$ cat config.mk
export PLATFORM = sky130hd
export DESIGN_NAME = spi_erase_ctrl
export DESIGN_NICKNAME = d
export VERILOG_FILES = /design/src/rtl/spi_erase_pkg.sv /design/src/rtl/spi_pin_sync.sv /design/src/rtl/spi_cmd_shifter.sv /design/src/rtl/erase_engine.sv /design/src/rtl/spi_erase_ctrl.sv
export SDC_FILE = /design/constraint.sdc
export NUM_CORES = 1
export LEC_CHECK = 0
export ABC_AREA = 1
export BUFFER_PORTS_ARGS = -buffer_cell sky130_fd_sc_hd__buf_2
export CAP_MARGIN = 30
export CORE_ASPECT_RATIO = 0.8
export CORE_MARGIN = 10
export CORE_UTILIZATION = 64
export CTS_BUF_LIST = sky130_fd_sc_hd__clkbuf_8
export CTS_CLUSTER_DIAMETER = 50
export DETAILED_ROUTE_END_ITERATION = 12
export PLACE_DENSITY = 0.92
export SLEW_MARGIN = 20
export SYNTH_ARGS = -nofsm -noshare
export SYNTH_HDL_FRONTEND = slang
export SYNTH_SLANG_ARGS = --single-unit
$ cat constraint.sdc
create_clock -name clk -period 1.72 [get_ports clk]
set_clock_uncertainty 0.2 [all_clocks]
set_input_delay 0.344 -clock clk [delete_from_list [all_inputs] [get_ports clk]]
set_output_delay 0.344 -clock clk [all_outputs]
set_load 0.02 [all_outputs]
$ cat src/rtl/spi_erase_pkg.sv
package spi_erase_pkg;

    localparam logic [7:0] OP_WR_ENABLE  = 8'h06;
    localparam logic [7:0] OP_RD_STATUS  = 8'h05;
    localparam logic [7:0] OP_CHIP_ERASE = 8'hC7;

    localparam logic [3:0] FULL_OPCODE_BITS = 4'd8;

    function automatic logic [7:0] pack_status(input logic busy,
                                               input logic wel,
                                               input logic [2:0] prot);
        return {3'b000, prot, wel, busy};
    endfunction

endpackage

$ cat src/rtl/spi_pin_sync.sv
module spi_pin_sync #(
    parameter int STAGES = 2
) (
    input  logic clk,
    input  logic rst_n,
    input  logic sclk,
    input  logic cs_n,
    input  logic mosi,
    output logic sclk_rise,
    output logic sclk_fall,
    output logic cs_rise,
    output logic cs_fall,
    output logic cs_low,
    output logic mosi_s
);
    localparam int NCH = 3;
    localparam int PW  = STAGES + 1;
    // idle pin levels, channel order {mosi, cs_n, sclk}
    localparam logic [NCH-1:0] IDLE = 3'b010;

    typedef struct packed {
        logic [NCH-1:0][PW-1:0] pipe;
    } sync_t;

    sync_t sync_d, sync_q;
    logic [NCH-1:0] raw, cur, prev;

    assign raw = {mosi, cs_n, sclk};

    always_comb begin
        sync_d = sync_q;
        for (int ch = 0; ch < NCH; ch++) begin
            sync_d.pipe[ch] = {sync_q.pipe[ch][PW-2:0], raw[ch]};
        end
    end

    always_ff @(posedge clk or negedge rst_n) begin
        if (!rst_n) begin
            for (int ch = 0; ch < NCH; ch++) begin
                sync_q.pipe[ch] <= {PW{IDLE[ch]}};
            end
        end else begin
            sync_q <= sync_d;
        end
    end

    for (genvar ch = 0; ch < NCH; ch++) begin : g_tap
        assign cur[ch]  = sync_q.pipe[ch][STAGES-1];
        assign prev[ch] = sync_q.pipe[ch][STAGES];
    end

    assign sclk_rise = cur[0] & ~prev[0];
    assign sclk_fall = ~cur[0] & prev[0];
    assign cs_rise   = cur[1] & ~prev[1];
    assign cs_fall   = ~cur[1] & prev[1];
    assign cs_low    = ~cur[1];
    assign mosi_s    = cur[2];

endmodule

$ cat src/rtl/spi_cmd_shifter.sv
module spi_cmd_shifter
    import spi_erase_pkg::*;
(
    input  logic       clk,
    input  logic       rst_n,
    input  logic       sclk_rise,
    input  logic       sclk_fall,
    input  logic       cs_fall,
    input  logic       cs_low,
    input  logic       mosi_s,
    input  logic [7:0] status,
    output logic [7:0] opcode,
    output logic       op_strobe,
    output logic [3:0] bit_cnt,
    output logic       miso
);
    typedef struct packed {
        logic [7:0] shreg;
        logic [3:0] cnt;
        logic       strobe;
        logic       rd_act;
        logic [2:0] ocnt;
        logic [7:0] snap;
        logic       miso;
    } shf_t;

    shf_t shf_d, shf_q;
    logic [7:0] next_shreg;

    assign next_shreg = {shf_q.shreg[6:0], mosi_s};

    always_comb begin
        shf_d        = shf_q;
        shf_d.strobe = 1'b0;
        if (cs_fall) begin
            shf_d.cnt    = '0;
            shf_d.rd_act = 1'b0;
            shf_d.ocnt   = '0;
            shf_d.miso   = 1'b0;
        end else if (cs_low) begin
            if (sclk_rise) begin
                shf_d.shreg = next_shreg;
                shf_d.cnt   = (shf_q.cnt == 4'hF) ? 4'hF : shf_q.cnt + 4'd1;
                if (shf_q.cnt == FULL_OPCODE_BITS - 4'd1) begin
                    shf_d.strobe = 1'b1;
                    shf_d.ocnt   = '0;
                    shf_d.rd_act = (next_shreg == OP_RD_STATUS);
                end
            end
            if (sclk_fall && shf_q.rd_act) begin
                if (shf_q.ocnt == 3'd0) begin
                    shf_d.snap = status;
                    shf_d.miso = status[7];
                end else begin
                    shf_d.miso = shf_q.snap[3'd7 - shf_q.ocnt];
                end
                shf_d.ocnt = shf_q.ocnt + 3'd1;
            end
        end else begin
            shf_d.rd_act = 1'b0;
            shf_d.miso   = 1'b0;
        end
    end

    always_ff @(posedge clk or negedge rst_n) begin
        if (!rst_n) shf_q <= '0;
        else        shf_q <= shf_d;
    end

    assign opcode    = shf_q.shreg;
    assign op_strobe = shf_q.strobe;
    assign bit_cnt   = shf_q.cnt;
    assign miso      = shf_q.miso;

    AST_MISO_IDLE_LOW: assert property (@(posedge clk) disable iff (!rst_n)
        (!cs_low && !$past(cs_low)) |-> !shf_q.miso);
    AST_STROBE_AT_EIGHT: assert property (@(posedge clk) disable iff (!rst_n)
        shf_q.strobe |-> shf_q.cnt == FULL_OPCODE_BITS);

endmodule

$ cat src/rtl/erase_engine.sv
module erase_engine #(
    parameter int MEM_DEPTH    = 16,
    parameter int ERASE_CYCLES = 64,
    parameter int ADDR_W       = $clog2(MEM_DEPTH)
) (
    input  logic              clk,
    input  logic              rst_n,
    input  logic              start,
    input  logic [ADDR_W-1:0] raddr,
    output logic              busy,
    output logic              wel_clear,
    output logic [7:0]        rdata
);
    localparam int EW = $clog2(ERASE_CYCLES + 1);
    localparam logic [EW-1:0] LAST     = EW'(ERASE_CYCLES - 1);
    localparam logic [EW-1:0] HALF_M1  = EW'(ERASE_CYCLES / 2 - 1);
    localparam logic [EW-1:0] FILL_END = EW'(MEM_DEPTH);

    typedef struct packed {
        logic                        busy;
        logic                        wel_clear;
        logic [EW-1:0]               elapsed;
        logic [MEM_DEPTH-1:0][7:0]   mem;
    } eng_t;

    eng_t eng_d, eng_q;

    always_comb begin
        eng_d           = eng_q;
        eng_d.wel_clear = eng_q.busy && (eng_q.elapsed == HALF_M1);
        if (!eng_q.busy) begin
            if (start) begin
                eng_d.busy    = 1'b1;
                eng_d.elapsed = '0;
            end
        end else begin
            if (eng_q.elapsed < FILL_END) begin
                eng_d.mem[eng_q.elapsed[ADDR_W-1:0]] = 8'hFF;
            end
            if (eng_q.elapsed == LAST) begin
                eng_d.busy    = 1'b0;
                eng_d.elapsed = '0;
            end else begin
                eng_d.elapsed = eng_q.elapsed + 1'b1;
            end
        end
    end

    always_ff @(posedge clk or negedge rst_n) begin
        if (!rst_n) eng_q <= '0;
        else        eng_q <= eng_d;
    end

    assign busy      = eng_q.busy;
    assign wel_clear = eng_q.wel_clear;
    assign rdata     = eng_q.mem[raddr];

    AST_BUSY_LENGTH: assert property (@(posedge clk) disable iff (!rst_n)
        $fell(eng_q.busy) |-> $past(eng_q.elapsed) == LAST);
    AST_CLEAR_INSIDE: assert property (@(posedge clk) disable iff (!rst_n)
        eng_q.wel_clear |-> eng_q.busy);
    AST_FILL_ONLY_BUSY: assert property (@(posedge clk) disable iff (!rst_n)
        !$stable(eng_q.mem) |-> $past(eng_q.busy));

endmodule

$ cat src/rtl/spi_erase_ctrl.sv
module spi_erase_ctrl
    import spi_erase_pkg::*;
#(
    parameter int MEM_DEPTH    = 16,
    parameter int ERASE_CYCLES = 64,
    parameter int SYNC_STAGES  = 2,
    parameter int ADDR_W       = $clog2(MEM_DEPTH)
) (
    input  logic              clk,
    input  logic              rst_n,
    input  logic              spi_sclk,
    input  logic              spi_cs_n,
    input  logic              spi_mosi,
    output logic              spi_miso,
    input  logic [2:0]        blk_prot,
    input  logic [ADDR_W-1:0] mem_raddr,
    output logic [7:0]        mem_rdata
);
    typedef struct packed {
        logic wel;
    } ctl_t;

    ctl_t ctl_d, ctl_q;

    logic       sclk_rise, sclk_fall, cs_rise, cs_fall, cs_low, mosi_s;
    logic [7:0] opcode, status;
    logic       op_strobe, busy, wel_clear, start;
    logic [3:0] bit_cnt;

    spi_pin_sync #(.STAGES(SYNC_STAGES)) u_sync (
        .clk(clk), .rst_n(rst_n),
        .sclk(spi_sclk), .cs_n(spi_cs_n), .mosi(spi_mosi),
        .sclk_rise(sclk_rise), .sclk_fall(sclk_fall),
        .cs_rise(cs_rise), .cs_fall(cs_fall),
        .cs_low(cs_low), .mosi_s(mosi_s)
    );

    assign status = pack_status(busy, ctl_q.wel, blk_prot);

    spi_cmd_shifter u_shift (
        .clk(clk), .rst_n(rst_n),
        .sclk_rise(sclk_rise), .sclk_fall(sclk_fall),
        .cs_fall(cs_fall), .cs_low(cs_low), .mosi_s(mosi_s),
        .status(status), .opcode(opcode), .op_strobe(op_strobe),
        .bit_cnt(bit_cnt), .miso(spi_miso)
    );

    assign start = cs_rise && (bit_cnt == FULL_OPCODE_BITS)
                && (opcode == OP_CHIP_ERASE) && !busy
                && ctl_q.wel && (blk_prot == 3'b000);

    erase_engine #(
        .MEM_DEPTH(MEM_DEPTH), .ERASE_CYCLES(ERASE_CYCLES), .ADDR_W(ADDR_W)
    ) u_engine (
        .clk(clk), .rst_n(rst_n), .start(start), .raddr(mem_raddr),
        .busy(busy), .wel_clear(wel_clear), .rdata(mem_rdata)
    );

    always_comb begin
        ctl_d = ctl_q;
        if (wel_clear) begin
            ctl_d.wel = 1'b0;
        end else if (op_strobe && !busy && opcode == OP_WR_ENABLE) begin
            ctl_d.wel = 1'b1;
        end
    end

    always_ff @(posedge clk or negedge rst_n) begin
        if (!rst_n) ctl_q <= '0;
        else        ctl_q <= ctl_d;
    end

    AST_ERASE_NEEDS_WEL: assert property (@(posedge clk) disable iff (!rst_n)
        $rose(busy) |-> $past(ctl_q.wel));
    AST_ERASE_NEEDS_UNPROT: assert property (@(posedge clk) disable iff (!rst_n)
        $rose(busy) |-> $past(blk_prot) == 3'b000);
    AST_ERASE_EXACT_COUNT: assert property (@(posedge clk) disable iff (!rst_n)
        $rose(busy) |-> $past(bit_cnt) == FULL_OPCODE_BITS);
    AST_WEL_GONE_AT_END: assert property (@(posedge clk) disable iff (!rst_n)
        $fell(busy) |-> !ctl_q.wel);
    AST_NO_WEL_WHILE_BUSY: assert property (@(posedge clk) disable iff (!rst_n)
        $rose(ctl_q.wel) |-> !$past(busy));

    initial begin
        if (ERASE_CYCLES < MEM_DEPTH || ERASE_CYCLES < 4)
            $error("ERASE_CYCLES too small for MEM_DEPTH");
    end

endmodule

; ---- Yosys cells after proc, flatten, opt, wreduce, memory -nomap -nowiden
; Index checks and enable logic that the tools add are counted.
[totals]
memories = 0
ram_bits = 0
romBits = 0
output_inout_bits = 9
reg_bits = 169
elab_cells = 113
input_bits = 12
latch_bits = 0
[op_classes]
div = 0
reduce_logical = 27
order_cmp = 5
mul = 0
bitwise = 10
addsub = 4
n_eq_ne = 9
n_mux = 28
shifts = 0
[op_table]
columns = op, count
row1 = OR 128 bit, 1
row2 = binary-select mux 8 bit (select 4 bit), 1
row3 = demux 8 bit (select 4 bit), 1
row4 = 2-to-1 mux 7 bit, 3
row5 = equality test 8 x 3 -> 1 bit (second input constant), 2
row6 = 2-to-1 mux 8 bit, 2
row7 = 2-to-1 mux 5 bit, 3
row8 = nonzero test 3 bit, 5
row9 = 2-to-1 mux 12 bit, 1
row10 = 2-to-1 mux 4 bit, 3
row11 = 2-to-1 mux 1 bit, 11
row12 = 2-to-1 mux 11 bit, 1
row13 = logical AND 1 bit, 10
row14 = less-than comparator 4 x 5 -> 1 bit (second input constant), 2
row15 = 2-to-1 mux 9 bit, 1
row16 = equality test 4 bit (second input constant), 2
row17 = equality test 8 bit (second input constant), 1
row18 = adder 7 x 1 -> 7 bit (second input constant), 1
row19 = equality test 7 x 5 -> 1 bit (second input constant), 1
row20 = equality test 7 x 6 -> 1 bit (second input constant), 1
row21 = less-than comparator 7 x 5 -> 1 bit (second input constant), 1
row22 = zero test 3 bit, 2
row23 = AND reduction 2 bit, 3
row24 = AND reduction 3 bit, 2
row25 = 13 further kinds, 22

; ---- Longest topological paths before layout
; Gate-level depths: netlist of run 1.
[logic_depth]
depth_word = 9
mapped_depth = 8
ltp_nobuf = 8

; ---- Hierarchy
; From an unflattened synthesis of run 1, not the netlist that was laid out.
[hier_totals]
hier_cells = 953
area_unflattened_um2 = 7658.6
[modules_own_cells]
columns = mod, area_each_um2, instances, cells_per_inst
row1 = erase_engine, 5934.4, 1, 742
row2 = spi_cmd_shifter, 1356.3, 1, 170
row3 = spi_pin_sync, 236.5, 1, 16
row4 = spi_erase_ctrl, 131.4, 1, 25

; ---- Worst setup path before layout of run 1
; No wires, ideal clock.
[synth_path]
path_type = input port to output port
from = input port mem_raddr[0]
to = output port mem_rdata[1]
t_arrival_ps = 1148
n_path_buf = 2
required_time_ps = 1176
cell_stages = 7
slack_ps = 28
path_cell_list = buf_2 > buf_2 > a21oi_1 > o21ai_0 > nand3_1 > nand3_1 > nand2_1
[synth_between]
elab_chain_len = 2
[synth_lines]
columns = element, line_no
row1 = start: declaration, spi_erase_ctrl.sv:16  ; input logic [ADDR_W-1:0] mem_raddr,
row2 = binary-select mux 8 bit (select 4 bit), erase_engine.sv:56  ; assign rdata = eng_q.mem[raddr];
row3 = 2-to-1 mux 8 bit (not written as such), erase_engine.sv:56
row4 = end: declaration, spi_erase_ctrl.sv:17  ; output logic [7:0] mem_rdata
; Every way passes these cells. The select of a mux whose other input is x is not followed.

; ---- Worst setup path in the final report of run 1
[layout_path]
from = register u_engine.eng_q[94] (netlist name)
to = output port mem_rdata[6]
[layout_between]
elab_chain_len = 2
[layout_lines]
columns = element, line_no
row1 = start: declaration, erase_engine.sv:26  ; eng_t eng_d, eng_q;
row2 = start signal: assignment, erase_engine.sv:51  ; else eng_q <= eng_d;
row3 = binary-select mux 8 bit (select 4 bit), erase_engine.sv:56
row4 = 2-to-1 mux 8 bit (not written as such), erase_engine.sv:56
; Every way passes these cells. The select of a mux whose other input is x is not followed.

==> report_table.html, run 1 <==
<table>
<tr><th>Metric</th><th>Value</th></tr>
<tr><th colspan="2">Global route</th></tr>
<tr><td>Maximum number of pins on one net before global-route repair</td><td>56</td></tr>
<tr><td>Overall overflow remaining after global route</td><td>0</td></tr>
<tr><td>Via count of the first global-routing pass</td><td>6,258</td></tr>
<tr><td>Initial antenna violation count</td><td>0</td></tr>
<tr><td>Total track usage</td><td>24.9%</td></tr>
<tr><td>Global-route wire length before repair</td><td>32,100 um</td></tr>
<tr><th colspan="2">Critical path</th></tr>
<tr><td>Number of stages on the worst setup path</td><td>7</td></tr>
<tr><td>Cell chain of the critical path</td><td>inv_1 &gt; nand2_1 &gt; o211ai_1 &gt; nand3_1 &gt; nand3_2 &gt; nand2_1 &gt; buf_6</td></tr>
<tr><td>Buffers &amp; Inverters on Critical Path</td><td>2</td></tr>
<tr><td>Critical register-to-register path endpoint</td><td>u_engine.wel_clear$_DFF_PN0_</td></tr>
<tr><td>Critical-path maximum fanout</td><td>2</td></tr>
<tr><td>Setup crit end</td><td>mem_rdata[6]</td></tr>
<tr><td>Most numerous cell on the critical path</td><td>sky130_fd_sc_hd__nand2_1</td></tr>
<tr><td>CP top delay family</td><td>simple AND/OR/NAND/NOR gates</td></tr>
<tr><td>Required time of the worst setup path</td><td>1180 ps</td></tr>
<tr><td>Crit path capture type</td><td>primary output</td></tr>
<tr><td>Worst path arrival time</td><td>1800 ps</td></tr>
<tr><td>Slack of the worst reg-to-reg path</td><td>-190 ps</td></tr>
<tr><td>Critical path's largest stage delay</td><td>400 ps</td></tr>
<tr><td>Max stage delay cell, worst path</td><td>sky130_fd_sc_hd__dfrtp_1</td></tr>
<tr><td>Timing startpoint of the critical path</td><td>u_engine.eng_q[94]$_DFFE_PN0P_</td></tr>
<tr><td>Cell count of the worst reg-to-reg path</td><td>4</td></tr>
<tr><td>Critical register-to-register path startpoint</td><td>u_engine.busy$_DFF_PN0_</td></tr>
<tr><td>Kind of start point of the critical path</td><td>register</td></tr>
<tr><td>Category of the critical setup timing path</td><td>reg2out</td></tr>
<tr><th colspan="2">Final layout</th></tr>
<tr><td>Number of diodes added for antenna fixing</td><td>0</td></tr>
<tr><td>Net count of the finished layout</td><td>932</td></tr>
<tr><td>Fraction of final layout cells with drive strength greater than 1</td><td>21.4%</td></tr>
<tr><td>Cell Count, Final, Fillers Out</td><td>1,069</td></tr>
<tr><td>Utilization after layout</td><td>79.0%</td></tr>
<tr><td>Fill cell total of the finished layout</td><td>563</td></tr>
<tr><td>Area grow syn2layout</td><td>19.9%</td></tr>
<tr><th colspan="2">Timing</th></tr>
<tr><td>Number of setup violations in the final report</td><td>53</td></tr>
<tr><td>Normalized max-slew margin</td><td>66.6%</td></tr>
<tr><td>Smallest hold slack</td><td>13.6 ps</td></tr>
<tr><td>Final Hold Fails</td><td>0</td></tr>
<tr><td>Highest clock rate</td><td>427 MHz</td></tr>
<tr><td>Worst Max-Slew Pin Slew</td><td>497 ps</td></tr>
<tr><td>Unrepaired setup endpoints after global routing</td><td>yes</td></tr>
<tr><td>Number of pins exceeding their max-slew limit in the final report</td><td>0</td></tr>
<tr><td>Min Tclk post-route</td><td>2340 ps</td></tr>
<tr><td>Share of the cycle needed by the critical path after routing</td><td>136%</td></tr>
<tr><td>Final Worst Setup Slack</td><td>-620 ps</td></tr>
<tr><th colspan="2">Power and ir drop</th></tr>
<tr><td>Power density over cell area</td><td>885 nW/um2</td></tr>
<tr><td>Sequential share of power</td><td>52.8%</td></tr>
<tr><td>Lkg Pwr</td><td>0.00432 uW</td></tr>
<tr><td>Maximum VDD drop</td><td>0.658 mV</td></tr>
<tr><td>Combinational power share</td><td>7.9%</td></tr>
<tr><td>Internal Power</td><td>5570 uW</td></tr>
<tr><td>Clock group share of total power</td><td>39.3%</td></tr>
<tr><td>Switching Fraction</td><td>27.4%</td></tr>
<tr><td>P_sw</td><td>2100 uW</td></tr>
<tr><th colspan="2">Placement</th></tr>
<tr><td>I/O Buffers</td><td>20</td></tr>
<tr><td>Post-placement setup slack</td><td>-309 ps</td></tr>
<tr><td>Half-perimeter wire length after placement</td><td>11,200 um</td></tr>
<tr><td>Cell total after placement</td><td>1,012</td></tr>
<tr><td>Weighted congestion at the end of routability-driven global placement</td><td>0.912</td></tr>
<tr><th colspan="2">Clock network</th></tr>
<tr><td>CTS max path bufs</td><td>2</td></tr>
<tr><td>Clk slew on worst S/H paths</td><td>100 ps</td></tr>
<tr><td>Clock Sinks</td><td>169</td></tr>
<tr><td>Number of clock buffers inserted by TritonCTS</td><td>17</td></tr>
<tr><td>Clock network latency to the later pin of the worst-skew pair</td><td>480 ps</td></tr>
<tr><td>CTS H-tree depth</td><td>4</td></tr>
<tr><td>Cell chosen for the clock root</td><td>sky130_fd_sc_hd__clkbuf_8</td></tr>
<tr><td>Clock tree from TritonCTS</td><td>yes</td></tr>
<tr><th colspan="2">Synthesis</th></tr>
<tr><td>Cell taking the most area after synthesis</td><td>sky130_fd_sc_hd__dfrtp_1</td></tr>
<tr><td>Mean cell area of the mapped netlist</td><td>8.55 um2</td></tr>
<tr><td>Leading post-synthesis cells by cell area</td><td>sky130_fd_sc_hd__dfrtp_1, sky130_fd_sc_hd__nand2_1, sky130_fd_sc_hd__inv_1</td></tr>
<tr><td>Synth unique cells</td><td>24</td></tr>
<tr><td>Post-synth top area share</td><td>57.5%</td></tr>
<tr><td>Cell area after technology mapping</td><td>7230 um2</td></tr>
<tr><td>Number of instances in the synthesized netlist</td><td>846</td></tr>
<tr><td>Total nets after synthesis</td><td>866</td></tr>
<tr><td>Yosys warning count</td><td>0</td></tr>
<tr><td>Post-synthesis register bit count</td><td>169</td></tr>
<tr><td>Portion of the post-synthesis area used by sequential elements</td><td>58.5%</td></tr>
<tr><th colspan="2">Min path</th></tr>
<tr><td>Hold Path Class</td><td>in2reg</td></tr>
<tr><th colspan="2">Detailed routing</th></tr>
<tr><td>Vias per cell</td><td>6.47</td></tr>
<tr><td>Average routed wire per standard cell</td><td>22.0 um</td></tr>
<tr><td>Overall via count from detail_route</td><td>6,917</td></tr>
<tr><td>First-pass iteration count of the detailed router</td><td>6</td></tr>
<tr><td>DR iter-0 viols</td><td>1,449</td></tr>
<tr><td>Number of nets still failing antenna checks after routing</td><td>0</td></tr>
<tr><td>Final routed wirelength across all metal layers</td><td>23,500 um</td></tr>
<tr><td>Residual DRC count</td><td>0</td></tr>
<tr><th colspan="2">Flow run</th></tr>
<tr><td>Total of max-cap violations</td><td>0</td></tr>
<tr><th colspan="2">Run status</th></tr>
<tr><td>Run status</td><td>finished, violations left</td></tr>
<tr><td>Violated checks</td><td>setup timing</td></tr>
<tr><th colspan="2">Floorplanning</th></tr>
<tr><td>Initial core utilization</td><td>65.9%</td></tr>
<tr><td>Total number of placement rows</td><td>34</td></tr>
<tr><td>DIE AREA</td><td>16,000 um2</td></tr>
<tr><td>I/O pin count</td><td>21</td></tr>
<tr><td>Height of the chip</td><td>115 um</td></tr>
<tr><td>Width of the die</td><td>139 um</td></tr>
<tr><td>Core Box Area</td><td>11,000 um2</td></tr>
</table>
power by group through the flow:
stage | Clock [uW] | Sequential, uW | Combinational, uW
2_1_floorplan | 0 | 4120 | 251
3_3_place_gp | 0 | 4120 | 472
3_5_place_dp | 0 | 4120 | 482
4_1_cts | 2940 | 4050 | 523
5_1_grt | 3170 | 4050 | 647
6_report | 3020 | 4050 | 604
registers in the layout, indices dropped and copies added (netlist names):
| name | cells |
|---|---|
| u_engine.eng_q | 135 |
| u_shift.shf_q | 9 |
| u_shift.opcode | 8 |
| u_shift.bit_cnt | 4 |
| u_sync.sync_d | 3 |
| u_sync.cur | 2 |
| u_sync.prev | 2 |
| ctl_q | 1 |
| u_engine.busy | 1 |
| u_engine.wel_clear | 1 |
| u_shift.miso | 1 |
| u_shift.op_strobe | 1 |
| u_sync.mosi_s | 1 |
worst register-to-register path, delay by kind of cell (launching register included):
family | cells | cell delay, ps
buf+inv | 3 | 630
flops | 1 | 470
simple gates | 1 | 440
per-layer routing:
layer	part of all wire (%)	routed length (um)	up-vias	global-route usage, %
met5	0	0	-	0
met4	7.7	1820	0	13.1
met3	13	3040	227	7.05
met2	45	10600	723	39.5
met1	34	8040	3209	30.7
li1	-	-	2758	-
layout make-up:
type / count / area [um2] / share of cell area (%)
multi-input cells: 482 / 2490 / 28.8
clock buffers: 17 / 234 / 2.70
well taps: 144 / 180 / 2.08
inverters: 169 / 638 / 7.36
clock inverters: 15 / 183 / 2.11
flip-flops and latches: 169 / 4230 / 48.8
repair buffers: 73 / 706 / 8.14
layout by cell type, fill, tap and decap left out, types with 2 or more instances in the layout:
| master | n |
|---|---|
| sky130_fd_sc_hd__nand3_2 | 10 |
| sky130_fd_sc_hd__a21oi_1 | 23 |
| sky130_fd_sc_hd__buf_4 | 38 |
| sky130_fd_sc_hd__clkinvlp_4 | 4 |
| sky130_fd_sc_hd__nand2_1 | 225 |
| sky130_fd_sc_hd__bufinv_16 | 2 |
| sky130_fd_sc_hd__o21ai_1 | 18 |
| sky130_fd_sc_hd__inv_6 | 6 |
| sky130_fd_sc_hd__nor2_4 | 6 |
| sky130_fd_sc_hd__nor2_2 | 9 |
| sky130_fd_sc_hd__o21ai_0 | 29 |
| sky130_fd_sc_hd__dlygate4sd3_1 | 6 |
| sky130_fd_sc_hd__dfrtp_1 | 166 |
| sky130_fd_sc_hd__inv_1 | 140 |
| sky130_fd_sc_hd__buf_6 | 8 |
| sky130_fd_sc_hd__clkbuf_8 | 17 |
| sky130_fd_sc_hd__ha_1 | 7 |
| sky130_fd_sc_hd__nand2_2 | 20 |
| sky130_fd_sc_hd__nand4_1 | 5 |
| sky130_fd_sc_hd__buf_2 | 10 |
| sky130_fd_sc_hd__nor2_1 | 9 |
| sky130_fd_sc_hd__nor3_1 | 3 |
| sky130_fd_sc_hd__dfstp_2 | 3 |
| sky130_fd_sc_hd__nand3_1 | 57 |
| sky130_fd_sc_hd__buf_12 | 11 |
| sky130_fd_sc_hd__o21ai_2 | 4 |
| sky130_fd_sc_hd__nor4_1 | 2 |
| sky130_fd_sc_hd__inv_2 | 28 |
| sky130_fd_sc_hd__inv_8 | 2 |
| sky130_fd_sc_hd__o211ai_1 | 32 |
| sky130_fd_sc_hd__a21oi_2 | 13 |
per-stage QoR:
| step | instance area, um2 | TNS, ps | total power, uW |
|---|---|---|---|
| 3_5_place_dp | 7750 | -3070 | 4610 |
| 4_1_cts | 8420 | -3010 | 7510 |
| 3_3_place_gp | 7750 | -2250 | 4590 |
| 2_1_floorplan | 7230 | 0 | 4370 |
| 6_report | 8670 | -6040 | 7670 |
| 5_1_grt | 8670 | -10660 | 7870 |
cell usage after synthesis:
cell type                  instances
sky130_fd_sc_hd__or2_2             1
sky130_fd_sc_hd__nor2_1           24
sky130_fd_sc_hd__xor2_1            1
sky130_fd_sc_hd__ha_1              8
sky130_fd_sc_hd__dfrtp_1         166
sky130_fd_sc_hd__nand2_2           1
sky130_fd_sc_hd__clkbuf_1          5
sky130_fd_sc_hd__nor4_1            2
sky130_fd_sc_hd__a31oi_1           1
sky130_fd_sc_hd__buf_2            21
sky130_fd_sc_hd__dfstp_2           3
sky130_fd_sc_hd__inv_2             1
sky130_fd_sc_hd__nand4_1           5
sky130_fd_sc_hd__o211ai_1         32
sky130_fd_sc_hd__o21ai_0          51
sky130_fd_sc_hd__a21boi_0          1
sky130_fd_sc_hd__a21oi_1          36
sky130_fd_sc_hd__nand2_1         244
sky130_fd_sc_hd__nor3_1            4
sky130_fd_sc_hd__buf_1             1
sky130_fd_sc_hd__o31ai_1           1
sky130_fd_sc_hd__inv_1           168
sky130_fd_sc_hd__nand3_1          68
sky130_fd_sc_hd__o22ai_1           1
kinds of logic (layout without fill, tap and decap cells):
logic type | count (synthesis) | in the layout | synth area share (%)
fa+ha+maj | 8 | 8 | 1.38
buf+inv | 196 | 274 | 10.5
xor+xnor | 1 | 1 | 0.121
compound gates | 123 | 123 | 9.73
flops | 169 | 169 | 58.5
simple gates | 349 | 350 | 19.7
timing repair:
item,4_1_cts,5_1_grt
pin swaps,19,31
cloned,0,1
buffers inserted,16,8
gates resized for setup,50,89
hold buffers,6,0
hold endpoints to repair,174,0
endpoints found under the setup margin,73,103
worst min path at each step:
stage,start,endpoint,slack [ps],depth (start not counted)
after floorplan,rst_n,ctl_q$_DFFE_PN0P_,-150,0
after global placement,rst_n,u_shift.opcode[3]$_DFFE_PN0P_,40,1
after detailed placement,rst_n,u_sync.sync_d[7]$_DFF_PN0_,40,1
after CTS,blk_prot[0],u_shift.shf_q[3]$_DFFE_PN0P_,30,3
after global routing,blk_prot[0],u_shift.shf_q[3]$_DFFE_PN0P_,7,3
final,blk_prot[0],u_shift.shf_q[3]$_DFFE_PN0P_,10,3
Power figures use the tool's default switching activity.
==> run 2: changes to the inputs <==
- ABC_AREA: 1 -> not set
- CTS_CLUSTER_DIAMETER: 50 -> not set
==> report_table.html, run 2 <==
<table>
<tr><th>Metric</th><th>Value</th></tr>
<tr><th colspan="2">Synthesis</th></tr>
<tr><td>Synth unique cells</td><td>38</td></tr>
<tr><td>Leading cell type by number of instances after synthesis</td><td>sky130_fd_sc_hd__dfrtp_1</td></tr>
<tr><td>Leading post-synthesis cells by cell area</td><td>sky130_fd_sc_hd__dfrtp_1, sky130_fd_sc_hd__nand2b_1, sky130_fd_sc_hd__mux4_2</td></tr>
<tr><td>Number of instances in the synthesized netlist</td><td>518</td></tr>
<tr><td>Post-synth top flop</td><td>sky130_fd_sc_hd__dfrtp_1</td></tr>
<tr><td>Post-synth top area share</td><td>60.0%</td></tr>
<tr><td>Cell taking the most area after synthesis</td><td>sky130_fd_sc_hd__dfrtp_1</td></tr>
<tr><td>Yosys warning count</td><td>0</td></tr>
<tr><td>Post-synthesis register bit count</td><td>169</td></tr>
<tr><td>Mean cell area of the mapped netlist</td><td>13.4 um2</td></tr>
<tr><td>Cell area after technology mapping</td><td>6930 um2</td></tr>
<tr><td>Cell types with the highest counts after synthesis</td><td>sky130_fd_sc_hd__dfrtp_1, sky130_fd_sc_hd__nand2b_1, sky130_fd_sc_hd__nand2_1</td></tr>
<tr><td>Total nets after synthesis</td><td>538</td></tr>
<tr><td>Portion of the post-synthesis area used by sequential elements</td><td>61.1%</td></tr>
<tr><td>Proportion of synthesized flip-flops having asynchronous set or reset</td><td>100%</td></tr>
<tr><td>Number of enable flip-flop cells after synthesis</td><td>0</td></tr>
<tr><th colspan="2">Power and ir drop</th></tr>
<tr><td>Clock group share of total power</td><td>39.6%</td></tr>
<tr><td>Internal Power</td><td>5690 uW</td></tr>
<tr><td>Power density over cell area</td><td>874 nW/um2</td></tr>
<tr><td>Switching Fraction</td><td>25.1%</td></tr>
<tr><td>Combinational power share</td><td>6.2%</td></tr>
<tr><td>Pwr Total</td><td>7590 uW</td></tr>
<tr><td>Lkg Pwr</td><td>0.00458 uW</td></tr>
<tr><td>Sequential share of power</td><td>54.2%</td></tr>
<tr><td>P_sw</td><td>1910 uW</td></tr>
<tr><td>Maximum VDD drop</td><td>0.876 mV</td></tr>
<tr><th colspan="2">Detailed routing</th></tr>
<tr><td>Average routed wire per standard cell</td><td>27.7 um</td></tr>
<tr><td>Vias per cell</td><td>6.80</td></tr>
<tr><td>DR iter-0 viols</td><td>775</td></tr>
<tr><td>Final routed wirelength across all metal layers</td><td>20,900 um</td></tr>
<tr><td>First-pass iteration count of the detailed router</td><td>7</td></tr>
<tr><td>Overall via count from detail_route</td><td>5,144</td></tr>
<tr><td>Residual DRC count</td><td>0</td></tr>
<tr><td>Number of nets still failing antenna checks after routing</td><td>0</td></tr>
<tr><th colspan="2">Min path</th></tr>
<tr><td>Hold Crit Endpoint</td><td>u_shift.shf_q[5]$_DFFE_PN0P_</td></tr>
<tr><td>Hold Path Class</td><td>in2reg</td></tr>
<tr><td>Number of cells on the worst hold path</td><td>3</td></tr>
<tr><td>Hold path startpoint</td><td>blk_prot[2]</td></tr>
<tr><th colspan="2">Timing</th></tr>
<tr><td>Final Hold Fails</td><td>0</td></tr>
<tr><td>Total Negative Setup Slacks</td><td>-7360 ps</td></tr>
<tr><td>Final Worst Setup Slack</td><td>-759 ps</td></tr>
<tr><td>Number of setup violations in the final report</td><td>19</td></tr>
<tr><td>Highest clock rate</td><td>403 MHz</td></tr>
<tr><td>Normalized max-slew margin</td><td>30.8%</td></tr>
<tr><td>Share of the cycle needed by the critical path after routing</td><td>144%</td></tr>
<tr><td>Number of pins exceeding their max-slew limit in the final report</td><td>0</td></tr>
<tr><td>Smallest hold slack</td><td>20.0 ps</td></tr>
<tr><td>Worst Max-Slew Pin Slew</td><td>1030 ps</td></tr>
<tr><td>Min Tclk post-route</td><td>2480 ps</td></tr>
<tr><td>Unrepaired setup endpoints after global routing</td><td>yes</td></tr>
<tr><th colspan="2">Flow run</th></tr>
<tr><td>Total of max-cap violations</td><td>0</td></tr>
<tr><th colspan="2">Clock network</th></tr>
<tr><td>Clk slew on worst S/H paths</td><td>90 ps</td></tr>
<tr><td>Number of clock buffers inserted by TritonCTS</td><td>17</td></tr>
<tr><td>Clock Sinks</td><td>169</td></tr>
<tr><td>Clock tree from TritonCTS</td><td>yes</td></tr>
<tr><td>CTS H-tree depth</td><td>4</td></tr>
<tr><td>CTS max path bufs</td><td>2</td></tr>
<tr><td>Clock network latency to the later pin of the worst-skew pair</td><td>470 ps</td></tr>
<tr><td>Cell chosen for the clock root</td><td>sky130_fd_sc_hd__clkbuf_8</td></tr>
<tr><th colspan="2">Placement</th></tr>
<tr><td>Post-placement setup slack</td><td>-545 ps</td></tr>
<tr><td>Half-perimeter wire length after placement</td><td>11,000 um</td></tr>
<tr><td>Weighted congestion at the end of routability-driven global placement</td><td>0.848</td></tr>
<tr><td>Total cell area at the placement stage</td><td>7630 um2</td></tr>
<tr><td>I/O Buffers</td><td>20</td></tr>
<tr><th colspan="2">Global route</th></tr>
<tr><td>Total track usage</td><td>24.8%</td></tr>
<tr><td>Global-route wire length before repair</td><td>29,100 um</td></tr>
<tr><td>Via count of the first global-routing pass</td><td>5,037</td></tr>
<tr><td>Maximum number of pins on one net before global-route repair</td><td>48</td></tr>
<tr><td>Initial antenna violation count</td><td>0</td></tr>
<tr><td>Overall overflow remaining after global route</td><td>0</td></tr>
<tr><th colspan="2">Critical path</th></tr>
<tr><td>Crit path capture type</td><td>primary output</td></tr>
<tr><td>Critical register-to-register path startpoint</td><td>u_shift.opcode[4]$_DFFE_PN0P_</td></tr>
<tr><td>Critical register-to-register path endpoint</td><td>u_engine.eng_q[132]$_DFFE_PN0P_</td></tr>
<tr><td>Buffers &amp; Inverters on Critical Path</td><td>1</td></tr>
<tr><td>Cell count of the worst reg-to-reg path</td><td>5</td></tr>
<tr><td>Worst path arrival time</td><td>1930 ps</td></tr>
<tr><td>Critical-path maximum fanout</td><td>2</td></tr>
<tr><td>Slack of the worst reg-to-reg path</td><td>-270 ps</td></tr>
<tr><td>Critical path's largest stage delay</td><td>490 ps</td></tr>
<tr><td>CP top delay family</td><td>multiplexers</td></tr>
<tr><td>Category of the critical setup timing path</td><td>reg2out</td></tr>
<tr><td>Kind of start point of the critical path</td><td>register</td></tr>
<tr><td>Required time of the worst setup path</td><td>1180 ps</td></tr>
<tr><td>Cell chain of the critical path</td><td>mux4_2 &gt; a22oi_2 &gt; nand2_2 &gt; buf_6</td></tr>
<tr><td>Max stage delay cell, worst path</td><td>sky130_fd_sc_hd__mux4_2</td></tr>
<tr><th colspan="2">Floorplanning</th></tr>
<tr><td>Total number of placement rows</td><td>33</td></tr>
<tr><td>Width of the die</td><td>136 um</td></tr>
<tr><td>I/O pin count</td><td>21</td></tr>
<tr><td>Initial core utilization</td><td>66.6%</td></tr>
<tr><td>Core Box Area</td><td>10,400 um2</td></tr>
<tr><td>DIE AREA</td><td>15,400 um2</td></tr>
<tr><td>Height of the chip</td><td>113 um</td></tr>
<tr><th colspan="2">Final layout</th></tr>
<tr><td>Number of flip-flops in the largest register</td><td>135</td></tr>
<tr><td>Commonest non-fill, non-tap cell in the layout</td><td>sky130_fd_sc_hd__dfrtp_1</td></tr>
<tr><td>Register containing the most flip-flops in the final layout</td><td>u_engine.eng_q</td></tr>
<tr><td>Area grow syn2layout</td><td>25.4%</td></tr>
<tr><td>Commonest non-fill, non-tap cells in the layout</td><td>sky130_fd_sc_hd__dfrtp_1, sky130_fd_sc_hd__nand2b_1, sky130_fd_sc_hd__buf_4</td></tr>
<tr><td>Fraction of final layout cells with drive strength greater than 1</td><td>38.8%</td></tr>
<tr><td>Number of diodes added for antenna fixing</td><td>0</td></tr>
<tr><td>Net count of the finished layout</td><td>625</td></tr>
<tr><td>Final non-filler cell area</td><td>8680 um2</td></tr>
<tr><th colspan="2">Run status</th></tr>
<tr><td>Run status</td><td>finished, violations left</td></tr>
<tr><td>Violated checks</td><td>setup timing</td></tr>
</table>
run 2: changes by cell type after synthesis, moves of 33 or more:
cell and delta:
sky130_fd_sc_hd__nand2_1 -207, sky130_fd_sc_hd__mux4_2 +33, sky130_fd_sc_hd__nand2b_1 +130, sky130_fd_sc_hd__o21ai_0 -43
sky130_fd_sc_hd__inv_1 -156, sky130_fd_sc_hd__nand3_1 -61
run 2: worst max-delay path by stage:
stage / from / end / slack (ps) / cells after the start
finish: u_engine.eng_q[4]$_DFFE_PN0P_ / mem_rdata[4] / -760 / 4
global route: u_engine.eng_q[28]$_DFFE_PN0P_ / mem_rdata[4] / -800 / 4
detailed placement: mem_raddr[0] / mem_rdata[0] / -550 / 6
floorplan: mem_raddr[0] / mem_rdata[0] / -220 / 5
CTS: u_engine.eng_q[95]$_DFFE_PN0P_ / mem_rdata[7] / -660 / 4
global placement: mem_raddr[0] / mem_rdata[7] / -500 / 6
run 2: layout make-up:
type | count | area, um2
fill | 440 | 1720
multi-input combinational | 319 | 3070
tap | 140 | 175
inverter | 12 | 45.0
sequential | 169 | 4230
clock buffer | 17 | 234
timing repair buffer | 86 | 753
clock inverter | 13 | 173
run 2: worst register-to-register path, delay by kind of cell (launching register included):
kind            cells  cell delay [ps]
compound gates      1               90
buf+inv             1              190
flops               1              450
simple gates        3              930
run 2: power by group through the flow:
stage	combinational, uW	clock [uW]	sequential [uW]
5_1_grt	500	3170	4120
3_3_place_gp	376	0	4160
4_1_cts	431	2960	4100
6_report	468	3010	4110
2_1_floorplan	232	0	4150
3_5_place_dp	398	0	4170
run 2: repair_timing:
item                                   CTS  global route
gates cloned                             0             0
hold buffers                             6             0
pin swaps                                9            12
setup buffers                            9             9
endpoints found under the hold margin  173             0
resized for setup                       66            42
setup endpoints to repair              153           128
run 2: logic make-up (layout without fill, tap and decap cells):
logic type | Yosys count | after routing | synth area share (%)
and+or+nand+nor | 221 | 221 | 18.6
adders and majority gates | 8 | 8 | 1.45
muxes | 45 | 45 | 12.7
buffers and inverters | 30 | 128 | 1.75
AOI/OAI and AO/OA | 45 | 45 | 4.43
DFF | 169 | 169 | 61.1
run 2: per-stage QoR:
step	util (%)	cells
2_1_floorplan	-	518
3_3_place_gp	73.4	701
4_1_cts	80.7	746
6_report	83.5	756
5_1_grt	83.5	756
3_5_place_dp	73.4	701
run 2: metal layers:
metal	vias up	share of wire, %	track usage, %
met5	-	0	0
met4	0	6.5	9.85
met3	135	10	7.21
met2	452	47	39.1
met1	2592	36	31.8
li1	1965	-	-
